`config.mk`:
```
export PLATFORM = sky130hd
export DESIGN_NAME = isync_gen
export DESIGN_NICKNAME = d
export VERILOG_FILES = /design/src/rtl/isync_pkg.sv /design/src/rtl/isync_timebase.sv /design/src/rtl/isync_field_ctrl.sv /design/src/rtl/isync_decode.sv /design/src/rtl/isync_gen.sv
export SDC_FILE = /design/constraint.sdc
export NUM_CORES = 1
export LEC_CHECK = 0
export ABC_AREA = 1
export BUFFER_PORTS_ARGS = -buffer_cell sky130_fd_sc_hd__buf_2
export CAP_MARGIN = 20
export CORE_ASPECT_RATIO = 0.6
export CORE_MARGIN = 3
export CORE_UTILIZATION = 45
export CTS_BUF_LIST = sky130_fd_sc_hd__clkbuf_16
export CTS_CLUSTER_DIAMETER = 40
export DETAILED_ROUTE_END_ITERATION = 10
export PLACE_DENSITY = 0.73
export SLEW_MARGIN = 10
export SYNTH_ARGS = -nofsm -noshare
export SYNTH_HDL_FRONTEND = slang
export SYNTH_HIERARCHICAL = 1
export SYNTH_SLANG_ARGS = --single-unit
```
`constraint.sdc`:
```
create_clock -name clk_i -period 1.5 [get_ports clk_i]
set_input_delay 0.375 -clock clk_i [delete_from_list [all_inputs] [get_ports clk_i]]
set_output_delay 0.375 -clock clk_i [all_outputs]
set_load 0.01 [all_outputs]
```
`src/rtl/isync_pkg.sv`:
```
package isync_pkg;

    localparam int DEF_LINE_CLKS   = 228;
    localparam int DEF_FIELD_LINES = 262;
    localparam int DEF_HS_WIDTH    = 16;
    localparam int DEF_VS_LINES    = 3;

    // where the next vertical sync begins
    typedef enum logic {
        VS_EDGE = 1'b0,   // column 0 of line 0
        VS_MID  = 1'b1    // half-line point of the last line
    } vs_mode_e;

    typedef struct packed {
        logic hsync;
        logic vsync;
        logic vs_start;
    } sync_t;

    function automatic int cnt_width(input int n);
        return (n <= 2) ? 1 : $clog2(n);
    endfunction

endpackage

```
`src/rtl/isync_timebase.sv`:
```
module isync_timebase
    import isync_pkg::*;
#(
    parameter int LINE_CLKS   = DEF_LINE_CLKS,
    parameter int FIELD_LINES = DEF_FIELD_LINES,
    parameter int HW          = cnt_width(DEF_LINE_CLKS),
    parameter int VW          = cnt_width(DEF_FIELD_LINES)
) (
    input  logic          clk_i,
    input  logic          rst_i,
    output logic [HW-1:0] hcnt_o,
    output logic [VW-1:0] vcnt_o,
    output logic          at_latch_o
);

    localparam logic [HW-1:0] H_LAST = HW'(LINE_CLKS - 1);
    localparam logic [VW-1:0] V_LAST = VW'(FIELD_LINES - 1);

    logic [HW-1:0] h_q;
    logic [VW-1:0] v_q;

    always_ff @(posedge clk_i) begin
        if (rst_i) begin
            h_q <= '0;
            v_q <= '0;
        end else if (h_q == H_LAST) begin
            h_q <= '0;
            v_q <= (v_q == V_LAST) ? '0 : v_q + 1'b1;
        end else begin
            h_q <= h_q + 1'b1;
        end
    end

    assign hcnt_o     = h_q;
    assign vcnt_o     = v_q;
    // first clock of the final line: enable sample point
    assign at_latch_o = (h_q == '0) && (v_q == V_LAST);

endmodule

```
`src/rtl/isync_field_ctrl.sv`:
```
module isync_field_ctrl
    import isync_pkg::*;
(
    input  logic     clk_i,
    input  logic     rst_i,
    input  logic     ilace_en_i,
    input  logic     at_latch_i,
    input  logic     vs_start_i,
    output vs_mode_e mode_o,
    output logic     field_o
);

    logic     en_q;
    logic     field_q;
    vs_mode_e mode_q;

    always_ff @(posedge clk_i) begin
        if (rst_i) begin
            en_q   <= 1'b0;
            mode_q <= VS_EDGE;
        end else if (at_latch_i) begin
            en_q   <= ilace_en_i;
            mode_q <= (ilace_en_i && !field_q) ? VS_MID : VS_EDGE;
        end
    end

    always_ff @(posedge clk_i) begin
        if (rst_i) begin
            field_q <= 1'b0;
        end else if (vs_start_i) begin
            field_q <= en_q ? ~field_q : 1'b0;
        end
    end

    assign mode_o  = mode_q;
    assign field_o = field_q;

endmodule

```
`src/rtl/isync_decode.sv`:
```
module isync_decode
    import isync_pkg::*;
#(
    parameter int LINE_CLKS   = DEF_LINE_CLKS,
    parameter int FIELD_LINES = DEF_FIELD_LINES,
    parameter int HS_WIDTH    = DEF_HS_WIDTH,
    parameter int VS_LINES    = DEF_VS_LINES,
    parameter int HW          = cnt_width(DEF_LINE_CLKS),
    parameter int VW          = cnt_width(DEF_FIELD_LINES)
) (
    input  logic [HW-1:0] hcnt_i,
    input  logic [VW-1:0] vcnt_i,
    input  vs_mode_e      mode_i,
    output sync_t         sync_o
);

    localparam logic [HW-1:0] H_HALF  = HW'(LINE_CLKS / 2);
    localparam logic [HW-1:0] H_PULSE = HW'(HS_WIDTH);
    localparam logic [VW-1:0] V_LAST  = VW'(FIELD_LINES - 1);
    localparam logic [VW-1:0] V_EDGE  = VW'(VS_LINES);
    localparam logic [VW-1:0] V_MIDLN = VW'(VS_LINES - 1);

    logic edge_win, mid_win, pulse_win, cut_pulse;

    always_comb begin
        edge_win  = (vcnt_i < V_EDGE);
        mid_win   = ((vcnt_i == V_LAST) && (hcnt_i >= H_HALF))
                  || (vcnt_i < V_MIDLN)
                  || ((vcnt_i == V_MIDLN) && (hcnt_i < H_HALF));
        pulse_win = (hcnt_i < H_PULSE);
        cut_pulse = (mode_i == VS_MID) && (vcnt_i == '0);

        sync_o.hsync    = pulse_win && !cut_pulse;
        sync_o.vsync    = (mode_i == VS_MID) ? mid_win : edge_win;
        sync_o.vs_start = (mode_i == VS_MID)
                        ? ((vcnt_i == V_LAST) && (hcnt_i == H_HALF))
                        : ((vcnt_i == '0) && (hcnt_i == '0));
    end

endmodule

```
`src/rtl/isync_gen.sv`:
```
module isync_gen
    import isync_pkg::*;
#(
    parameter int LINE_CLKS   = DEF_LINE_CLKS,
    parameter int FIELD_LINES = DEF_FIELD_LINES,
    parameter int HS_WIDTH    = DEF_HS_WIDTH,
    parameter int VS_LINES    = DEF_VS_LINES,
    parameter int HW          = cnt_width(LINE_CLKS),
    parameter int VW          = cnt_width(FIELD_LINES)
) (
    input  logic          clk_i,
    input  logic          rst_i,
    input  logic          ilace_en_i,
    output logic          hsync_o,
    output logic          vsync_o,
    output logic          field_o,
    output logic [HW-1:0] hcnt_o,
    output logic [VW-1:0] vcnt_o
);

    logic [HW-1:0] hcnt;
    logic [VW-1:0] vcnt;
    logic          at_latch;
    vs_mode_e      mode;
    sync_t         sync;

    isync_timebase #(
        .LINE_CLKS  (LINE_CLKS),
        .FIELD_LINES(FIELD_LINES),
        .HW         (HW),
        .VW         (VW)
    ) u_tb (
        .clk_i     (clk_i),
        .rst_i     (rst_i),
        .hcnt_o    (hcnt),
        .vcnt_o    (vcnt),
        .at_latch_o(at_latch)
    );

    isync_field_ctrl u_fc (
        .clk_i     (clk_i),
        .rst_i     (rst_i),
        .ilace_en_i(ilace_en_i),
        .at_latch_i(at_latch),
        .vs_start_i(sync.vs_start),
        .mode_o    (mode),
        .field_o   (field_o)
    );

    isync_decode #(
        .LINE_CLKS  (LINE_CLKS),
        .FIELD_LINES(FIELD_LINES),
        .HS_WIDTH   (HS_WIDTH),
        .VS_LINES   (VS_LINES),
        .HW         (HW),
        .VW         (VW)
    ) u_dec (
        .hcnt_i(hcnt),
        .vcnt_i(vcnt),
        .mode_i(mode),
        .sync_o(sync)
    );

    assign hsync_o = sync.hsync;
    assign vsync_o = sync.vsync;
    assign hcnt_o  = hcnt;
    assign vcnt_o  = vcnt;

endmodule

```
==> metrics.cfg <==
[outcome]
status=finished, violations left
violations=negative setup slack

[routing]
antenna_left=0
drc=0
avgViaCountPerCell=4.90
wl_mm=3.54
avgRoutedWirePerCell_um=11.9
dr.pass1.iters=4
drtIter0Drc=108
vias=1455

[setup_path]
startpoint_type=register
crit_type=register to primary output
arrival_ns=1.32
endpoint_kind=primary output
critPathRequiredTime_ns=1.12
worst-path-max-fanout=3

[synth]
synth.avg_cell_area_um2=6.01
synth_area_um2=1300
syn_inst=217
synth_cell_types=26
synthSimpleGateAreaFrac_pct=46.9
synthMuxAreaShare_pct=0
synth-async-reset-ratio_pct=0
synth-seq-cells=20
synth_edf_count=0
yosysSeqAreaShare_pct=30.7
ys_warn_count=6
yosys_most_used_dff=dfxtp_1
synth_compound_area_share_pct=6.53
synth_top_family_by_area=simple AND/OR/NAND/NOR gates
syn_nets=224
synthAdderAreaFrac_pct=3.84
synth-xor-area-share_pct=1.34

[pwr]
comb_power_share_pct=6.9
p_sw_share_pct=22.1
power_frac_clock_pct=47.5
leakage_nw=0.882
intPower_w=0.000918
p_sw_w=0.000261
finalPower_w=0.00118
seq_power_share_pct=45.7
vdd_drop_max_mv=0.383
powerDensity_nw_per_um2=655

[sta]
setup_viol_count_final=4
finClkSkew_ns=0.00755
timing.final.crit_share_pct=113
fmax_ghz=0.591
fin_ws_ns=-0.192
finalHoldViolCount=0
min_period_ns=1.69
maxSlewViolCount=0
rsz0062_at_grt=true
worstMarginPinSlew_ns=0.282
relSlewSlack_pct=81.1

[global_routing]
grt_pass1_vias=1122
grt.overflow.total=0
grtUsageTotal_pct=20.5
antenna_found_initial=0
grt_pass1_wl_mm=5.35
grt_max_degree=15

[floorplanning]
initial_core_util_pct=49.6
core_area_um2=2630
fp.dieH_um=47.7
die_x_um=75.5
ios=23
die_area_um2=3600
rows=14

[clock_tree]
clk_latency_ns=0.26
cts-root-buf=clkbuf_16
cts_tree=built
cts_made_buffers=3
cts-htree-levels=1
clock_sinks=20
cts_max_path_buffers=2
path_clk_slew_ns=0.06

[cells_and_area]
drive_above_1_share_pct=33.2
diodes=0
finalNetCount=273
final_cells=297
area_growth_syn_to_layout_pct=38.0

[place]
portBuffers=22
gp_congestion=0.870
placedCellCount=288
hpwl_mm=2.58

[run]
maxCapViolCount=0

[hold_path]
hp-class=primary input to register

-- worst max-delay path, stage by stage, from the launching register on --
cell     delay, ns
dfxtp_2       0.35
inv_2         0.05
nor2_2        0.12
nand3_2       0.09
nor2_2        0.12
nand2_1       0.06
nand3_1       0.06
nand2_1       0.05
inv_1         0.04
buf_2         0.11
-- repair_timing --
action	CTS	global route
gates resized for setup	16	24
endpoints found under the setup margin	4	11
pin swaps	3	14
buffers inserted	2	4
hold buffers	0	0
-- final timing paths --
kind | start | endpoint | slack (ns) | cells past startpoint
max | u_tb/vcnt_o[0]$_SDFFE_PP0N_ | vsync_o | -0.19 | 9
min | ilace_en_i | u_fc/en_q$_SDFFE_PP0P_ | 0.39 | 3
max reg2reg | u_tb/vcnt_o[4]$_SDFFE_PP0N_ | u_fc/mode_o$_SDFFE_PP0P_ | -0.03 | 10
min reg2reg | u_fc/en_q$_SDFFE_PP0P_ | u_fc/en_q$_SDFFE_PP0P_ | 0.47 | 2
-- kinds of logic after synthesis --
kind of cell    Yosys count
simple gates            141
buf+inv                  35
flops                    20
compound gates           15
fa+ha+maj                 4
xor+xnor                  2
-- state kept, by name (all words and copies together) (netlist names) --
signal and flops:
u_fc/field_o 1, u_fc/en_q 1, u_tb/hcnt_o 8, u_tb/vcnt_o 9
u_fc/mode_o 1
-- cells in the final DEF (no fill, tap or decap), drive strengths merged --
cell | synthesis | routed
a21o | 1 | 1
or2 | 1 | 1
nor4 | 2 | 2
inv | 34 | 34
nand3 | 20 | 20
clkbuf | 0 | 3
a21oi | 8 | 8
nor3 | 2 | 2
nor2 | 46 | 46
a31o | 1 | 1
dfxtp | 20 | 20
o21ai | 5 | 5
xor2 | 2 | 2
clkinv | 0 | 1
nand4 | 1 | 1
nand3b | 1 | 1
buf | 1 | 45
nor3b | 3 | 3
nand2 | 65 | 65
ha | 4 | 4
-- per-layer routing --
| layer | GRT usage (%) | up-vias | wire length [µm] |
|---|---|---|---|
| met1 | 31.6 | 623 | 1800 |
| met4 | 5.23 | 0 | 19 |
| met2 | 28.0 | 58 | 1390 |
| met5 | 0 | - | 0 |
| met3 | 5.03 | 2 | 324 |
| li1 | - | 772 | - |
-- power by group through the flow --
stage | Combinational [W] | Clock, W | Sequential (W)
after CTS | 0.0000811 | 0.000575 | 0.000545
after floorplan | 0.0000389 | 0 | 0.000562
after global placement | 0.0000772 | 0 | 0.000556
after global routing | 0.0000917 | 0.000595 | 0.000540
after detailed placement | 0.0000776 | 0 | 0.000556
final | 0.0000811 | 0.000559 | 0.000538
-- cell usage after synthesis (2+ instances only) --
cell type,n,area [µm²]
nor4_1,2,12.5
ha_1,4,50.1
xor2_1,2,17.5
a21oi_1,7,35.0
o21ai_0,4,20.0
nor3b_1,3,22.5
nor2_2,4,25.0
nor2_1,41,154
dfxtp_1,20,400
inv_1,33,124
nand2_1,64,240
nand3_1,19,95.1
-- final cells by class --
type / count / area (µm²)
clock buffers: 3 / 75.1
clock inverters: 1 / 3.75
fillers: 229 / 828
inverters: 34 / 128
multi-input cells: 162 / 827
flip-flops and latches: 20 / 427
well taps: 32 / 40.0
repair buffers: 45 / 299
-- metrics by stage --
stage                     cell area, µm²  worst slack [ns]  hold slack [ns]  TNS [ns]  utilization [%]
after floorplan                     1300            0.0177            0.435         0                -
after global placement              1590            0.0617            0.459         0             60.5
after detailed placement            1590          -0.00759            0.463  -0.00759             60.5
after CTS                           1720            -0.176            0.386    -0.321             65.6
after global routing                1800            -0.272            0.399    -0.798             68.5
final                               1800            -0.192            0.388    -0.390             68.5
Power figures use the tool's default switching activity.
